--- config.mk ---
export PLATFORM = sky130hd
export DESIGN_NAME = phase_pwm_bank
export DESIGN_NICKNAME = d
export VERILOG_FILES = /design/src/rtl/pwmb_pkg.sv /design/src/rtl/pwmb_prescaler.sv /design/src/rtl/pwmb_period_counter.sv /design/src/rtl/pwmb_channel.sv /design/src/rtl/phase_pwm_bank.sv
export SDC_FILE = /design/constraint.sdc
export NUM_CORES = 2
export LEC_CHECK = 0
export BUFFER_PORTS_ARGS = -buffer_cell sky130_fd_sc_hd__buf_2
export CAP_MARGIN = 25
export CORE_MARGIN = 2
export CORE_UTILIZATION = 60
export DETAILED_ROUTE_END_ITERATION = 10
export GPL_ROUTABILITY_DRIVEN = 0
export PLACE_DENSITY = 0.73
export SLEW_MARGIN = 20
export SYNTH_ARGS = -nofsm -noshare
export SYNTH_HDL_FRONTEND = slang
export SYNTH_SLANG_ARGS = --single-unit
export TNS_END_PERCENT = 30
--- constraint.sdc ---
create_clock -name clk -period 7.9 [get_ports clk]
set_input_delay 1.58 -clock clk [delete_from_list [all_inputs] [get_ports clk]]
set_output_delay 1.58 -clock clk [all_outputs]
set_load 0.01 [all_outputs]
--- src/rtl/pwmb_pkg.sv ---
package pwmb_pkg;

  // Window class of a channel, decided once per period when the staged words
  // are promoted, so the per-cycle compare only has to evaluate one form.
  typedef enum logic [2:0] {
    WK_FULL_OFF  = 3'd0,
    WK_FULL_ON   = 3'd1,
    WK_EMPTY     = 3'd2,
    WK_RISE_FALL = 3'd3,
    WK_WRAPPED   = 3'd4
  } win_kind_e;

  // The constant-high flag is tested first, so it wins over constant-low.
  function automatic win_kind_e classify(input logic hi_flag, input logic lo_flag,
                                         input logic pos_eq, input logic pos_lt);
    if (hi_flag)      return WK_FULL_ON;
    else if (lo_flag) return WK_FULL_OFF;
    else if (pos_eq)  return WK_EMPTY;
    else if (pos_lt)  return WK_RISE_FALL;
    else              return WK_WRAPPED;
  endfunction

endpackage

--- src/rtl/pwmb_prescaler.sv ---
module pwmb_prescaler #(
  parameter int PRE_W   = 8,
  parameter int PRE_MIN = 3,
  parameter int PRE_MAX = 255,
  parameter int PRE_RST = 30
) (
  input  logic             clk,
  input  logic             rst,
  input  logic             sleep_i,
  input  logic             pre_we_i,
  input  logic [PRE_W-1:0] pre_val_i,
  output logic             tick_o,
  output logic [PRE_W-1:0] pre_q_o
);

  logic [PRE_W-1:0] div_q;
  logic             accept;

  // A new ratio is taken only while asleep and only inside the legal range.
  assign accept = sleep_i && pre_we_i &&
                  (int'(pre_val_i) >= PRE_MIN) && (int'(pre_val_i) <= PRE_MAX);

  assign tick_o = !sleep_i && (div_q == pre_q_o);

  always_ff @(posedge clk) begin
    if (rst) begin
      pre_q_o <= PRE_W'(PRE_RST);
      div_q   <= '0;
    end else begin
      if (accept) begin
        pre_q_o <= pre_val_i;
        div_q   <= '0;
      end else if (!sleep_i) begin
        if (div_q == pre_q_o) div_q <= '0;
        else                  div_q <= div_q + 1'b1;
      end
    end
  end

endmodule

--- src/rtl/pwmb_period_counter.sv ---
module pwmb_period_counter #(
  parameter int CNT_W = 12
) (
  input  logic             clk,
  input  logic             rst,
  input  logic             tick_i,
  output logic [CNT_W-1:0] count_o,
  output logic             wrap_o
);

  // wrap_o marks the edge on which the count goes from its top value to 0.
  assign wrap_o = tick_i && (&count_o);

  always_ff @(posedge clk) begin
    if (rst)         count_o <= '0;
    else if (tick_i) count_o <= count_o + 1'b1;
  end

endmodule

--- src/rtl/pwmb_channel.sv ---
module pwmb_channel
  import pwmb_pkg::*;
#(
  parameter int CNT_W = 12
) (
  input  logic             clk,
  input  logic             rst,
  input  logic             load_i,
  input  logic [CNT_W:0]   on_word_i,
  input  logic [CNT_W:0]   off_word_i,
  input  logic             wrap_i,
  input  logic [CNT_W-1:0] count_i,
  input  logic             invert_i,
  output logic             pwm_o,
  output logic             full_on_o
);

  localparam int FLAG_BIT = CNT_W;

  logic [CNT_W:0]   stage_on_q, stage_off_q;
  logic [CNT_W-1:0] rise_q, fall_q;
  win_kind_e        kind_q, kind_d;
  logic             level;

  // Staging copy: written at any time, read only at the period boundary.
  always_ff @(posedge clk) begin
    if (rst) begin
      stage_on_q  <= '0;
      stage_off_q <= {1'b1, {CNT_W{1'b0}}};
    end else if (load_i) begin
      stage_on_q  <= on_word_i;
      stage_off_q <= off_word_i;
    end
  end

  always_comb begin
    kind_d = classify(stage_on_q[FLAG_BIT], stage_off_q[FLAG_BIT],
                      stage_on_q[CNT_W-1:0] == stage_off_q[CNT_W-1:0],
                      stage_on_q[CNT_W-1:0] <  stage_off_q[CNT_W-1:0]);
  end

  // Active copy: promoted as the counter wraps to 0, so no pulse is cut.
  always_ff @(posedge clk) begin
    if (rst) begin
      kind_q <= WK_FULL_OFF;
      rise_q <= '0;
      fall_q <= '0;
    end else if (wrap_i) begin
      kind_q <= kind_d;
      rise_q <= stage_on_q[CNT_W-1:0];
      fall_q <= stage_off_q[CNT_W-1:0];
    end
  end

  always_comb begin
    unique case (kind_q)
      WK_FULL_ON:   level = 1'b1;
      WK_RISE_FALL: level = (count_i >= rise_q) && (count_i < fall_q);
      WK_WRAPPED:   level = (count_i >= rise_q) || (count_i < fall_q);
      default:      level = 1'b0;
    endcase
  end

  always_ff @(posedge clk) begin
    if (rst) pwm_o <= 1'b0;
    else     pwm_o <= level ^ invert_i;
  end

  assign full_on_o = (kind_q == WK_FULL_ON);

endmodule

--- src/rtl/phase_pwm_bank.sv ---
module phase_pwm_bank #(
  parameter int NUM_CH  = 16,
  parameter int CNT_W   = 12,
  parameter int PRE_W   = 8,
  parameter int PRE_MIN = 3,
  parameter int PRE_MAX = 255,
  parameter int PRE_RST = 30,
  localparam int CH_W   = (NUM_CH > 1) ? $clog2(NUM_CH) : 1
) (
  input  logic              clk,
  input  logic              rst,
  input  logic              mode_we_i,
  input  logic              sleep_i,
  input  logic              invert_i,
  input  logic              pre_we_i,
  input  logic [PRE_W-1:0]  pre_val_i,
  input  logic              cfg_we_i,
  input  logic [CH_W-1:0]   cfg_ch_i,
  input  logic [CNT_W:0]    cfg_on_i,
  input  logic [CNT_W:0]    cfg_off_i,
  output logic [NUM_CH-1:0] pwm_o,
  output logic [CNT_W-1:0]  count_o
);

  logic              sleep_q, invert_q;
  logic              tick, wrap;
  logic [PRE_W-1:0]  pre_q;
  logic [NUM_CH-1:0] full_on_vec;

  always_ff @(posedge clk) begin
    if (rst) begin
      sleep_q  <= 1'b1;
      invert_q <= 1'b0;
    end else if (mode_we_i) begin
      sleep_q  <= sleep_i;
      invert_q <= invert_i;
    end
  end

  pwmb_prescaler #(
    .PRE_W(PRE_W), .PRE_MIN(PRE_MIN), .PRE_MAX(PRE_MAX), .PRE_RST(PRE_RST)
  ) u_pre (
    .clk(clk), .rst(rst), .sleep_i(sleep_q), .pre_we_i(pre_we_i),
    .pre_val_i(pre_val_i), .tick_o(tick), .pre_q_o(pre_q)
  );

  pwmb_period_counter #(.CNT_W(CNT_W)) u_cnt (
    .clk(clk), .rst(rst), .tick_i(tick), .count_o(count_o), .wrap_o(wrap)
  );

  for (genvar g = 0; g < NUM_CH; g++) begin : g_ch
    logic sel;
    assign sel = cfg_we_i && (int'(cfg_ch_i) == g);
    pwmb_channel #(.CNT_W(CNT_W)) u_ch (
      .clk(clk), .rst(rst), .load_i(sel),
      .on_word_i(cfg_on_i), .off_word_i(cfg_off_i),
      .wrap_i(wrap), .count_i(count_o), .invert_i(invert_q),
      .pwm_o(pwm_o[g]), .full_on_o(full_on_vec[g])
    );
  end

endmodule

==> flow_summary.ini <==
[run_status]
status = complete, no violations

[synth]
ys_types = 50
avgSynthCellArea_um2 = 7.61
synth_most_common_cell = nand2_1
synth_top_area_share_pct = 39.1
ys_warn_count = 0
yosys_register_bits = 894
synth_edf_count = 0
synth_cells = 6017
yosys_most_used_dff = dfxtp_1
yosysTopAreaCell = dfxtp_1
ys_top_cells_by_count = nand2_1 (1727), a21oi_1 (952), dfxtp_1 (894), ha_1 (562), inv_1 (548)
synth_area_um2 = 45800
synth_nets = 6624
ys_async_sr_fraction_pct = 0
synth_area_leaders = dfxtp_1 (39%), ha_1 (15%), nand2_1 (14%), a21oi_1 (10%), inv_1 (4.5%)
ys_seq_area_share_pct = 39.1

[setup_path]
worst_path_most_repeated_cell = buf_4
cp_slowest_stage_delay_ns = 0.63
worstPathRequired_ns = 8.46
worstPathArrival_ns = 4.31
start_kind = flip-flop
critPathMaxFanout = 77
path_cells = buf_4 -> ha_1 -> nand4_4 -> or2_4 -> buf_4 -> buf_4 -> or4_4 -> o31ai_2
crit_type = reg2reg
end_kind = flip-flop
cp_slowest_cell = dfxtp_2

[detailed_routing]
dr.pass1.iters = 6
vias = 39800
drc = 0
drt_iter0_markers = 3085
avgRoutedWirePerCell_um = 18.9
vias_per_cell = 5.73
wirelength_um = 131000
ant_nets = 0

[clocking]
cts.sinks = 894
cts_setup_buffers = 0
clk_pin_slew_ns = 0.06
ctsResizeCount = 0
clock_path_buffers = 3
ctsRootBufferMaster = clkbuf_16
hold_buffers = 0
cts_tree = done
cts_buffers = 95
htreeDepth = 3
clock_latency_ns = 0.65

[placed_design]
place_ws_ns = 3.66
detailed_place_hpwl_um = 76300
port_buffers = 72

[grt]
grt_max_degree = 201
antenna_found_initial = 5
grt_pass1_vias = 37500
grt.total_usage_pct = 33.1
grt-ovfl-total = 0
grt_pass1_wl_um = 205000

[timing]
fmax_mhz = 267
clock_skew_ns = 0.0155
layout_min_cycle_time_ns = 3.75
rsz0062_at_grt = no
setup_viol = 0
post-route-period-util_pct = 47.5
fin_ws_ns = 4.15
tightest_slew_ns = 1.17
slew_violations = 0
slew_headroom_pct = 22.2
hold_violations = 0
fin_tns_setup_ns = 0
holdWs_ns = 0.453

[floorplanning]
die_h_um = 280
io_pins = 73
num_rows = 101
core_region_area_um2 = 75700
die_area_um2 = 78500
start_util_pct = 60.5
die_w_um = 280

[finish]
fillers = 6703
layout.nets = 6504
drive_gt1_share_pct = 5.47
area_growth_pct = 8.64
fin_util_pct = 65.7

[power]
powerDensity_nw_per_um2 = 192
power.total_w = 0.00954
p_leak_nw = 18.8
peakVddDrop_mv = 0.164

[flow_run]
cap_violations = 0

[worst_hold_path]
min_path_type = reg2reg
power breakdown:
part,switching (W),leakage (nW),total [W],internal [W]
clock network,0.00187,1.57,0.00453,0.00265
logic,0.000337,10.0,0.000441,0.000105
registers,0.0000276,7.22,0.00457,0.00454
total,0.00224,18.8,0.00954,0.00730
state kept, by name (all words and copies together), names as in the netlist:
signal / count
g_ch.u_ch.stage_off_q: 208
g_ch.u_ch.stage_on_q: 208
g_ch.u_ch.fall_q: 192
g_ch.u_ch.rise_q: 192
g_ch.u_ch.kind_q: 48
g_ch.u_ch.pwm_o: 16
u_cnt.count_o: 12
u_pre.div_q: 8
u_pre.pre_q_o: 8
invert_q: 1
sleep_q: 1
per-layer routing:
layer | routed length (µm) | track usage (%) | part of all wire, %
met2 | 59600 | 54.7 | 45
met1 | 57100 | 44.3 | 44
met4 | 4750 | 12.2 | 3.6
met3 | 9600 | 4.34 | 7.3
met5 | 22 | 0 | 0.017
final timing paths:
check | startpoint | to | slack, ns | cells past startpoint
min reg2reg | g_ch[12].u_ch.rise_q[11]$_SDFFE_PP0P_ | g_ch[12].u_ch.rise_q[11]$_SDFFE_PP0P_ | 0.45 | 2
max | u_cnt.count_o[0]$_SDFFE_PP0P_ | g_ch[15].u_ch.kind_q[2]$_SDFFE_PP0P_ | 4.15 | 8
min | g_ch[12].u_ch.rise_q[11]$_SDFFE_PP0P_ | g_ch[12].u_ch.rise_q[11]$_SDFFE_PP0P_ | 0.45 | 2
max reg2reg | u_cnt.count_o[0]$_SDFFE_PP0P_ | g_ch[15].u_ch.kind_q[2]$_SDFFE_PP0P_ | 4.15 | 8
metrics by stage:
step | std cells | area (µm²)
after detailed placement | 6773 | 46500
after CTS | 6946 | 49700
after global placement | 6768 | 46400
final | 6952 | 49700
after floorplan | 6017 | 45800
after global routing | 6952 | 49700
placed cells by master, fill, tap and decap left out, types with 16 or more instances in the layout:
cell / netlist / final
a21oi_1: 952 / 952
a211o_1: 18 / 18
a2111oi_0: 24 / 24
nor2_1: 184 / 177
dfxtp_1: 894 / 882
o21ai_0: 109 / 109
a211oi_1: 27 / 27
nand4_1: 64 / 64
nor3b_1: 17 / 17
buf_4: 16 / 40
a21o_1: 98 / 98
and3_1: 19 / 19
clkbuf_1: 281 / 22
o31ai_1: 18 / 18
clkbuf_16: 0 / 98
nand3b_1: 17 / 17
clkbuf_8: 0 / 27
nor2b_1: 25 / 25
clkinv_2: 0 / 17
mux2i_1: 27 / 27
nor3_1: 81 / 77
nand2_1: 1727 / 1726
nand2b_1: 40 / 40
o211ai_1: 37 / 37
ha_1: 562 / 562
o22ai_1: 16 / 16
o21a_1: 16 / 16
buf_2: 34 / 71
nand3_1: 65 / 64
inv_1: 548 / 547
layout make-up:
| type | count | area, µm² | area share [%] |
|---|---|---|---|
| well taps | 978 | 1220 | 2.46 |
| clock buffers | 147 | 2910 | 5.85 |
| flip-flops and latches | 894 | 17900 | 36.0 |
| multi-input cells | 4232 | 24500 | 49.2 |
| diodes | 1 | 2.50 | 0.00503 |
| clock inverters | 26 | 258 | 0.518 |
| repair buffers | 126 | 887 | 1.78 |
| inverters | 548 | 2060 | 4.14 |
critical path: cells and delay by family, from the launching register on:
family / cells / cell delay, ns
AND/OR/NAND/NOR: 3 / 1.27
buffers and inverters: 3 / 1.22
flip-flops: 1 / 0.63
adder cells (fa/ha/maj): 1 / 0.30
AO/OA/AOI/OAI: 1 / 0.18
cells by family after synthesis:
family | Yosys count | synth area share [%]
adders and majority gates | 562 | 15.4
xor gates and xnor gates | 24 | 0.459
muxes | 27 | 0.590
buffers and inverters | 891 | 7.55
DFF | 894 | 39.1
AOI/OAI and AO/OA | 1348 | 16.4
and+or+nand+nor | 2271 | 20.5
No activity file was read; power rests on OpenSTA's default activity.
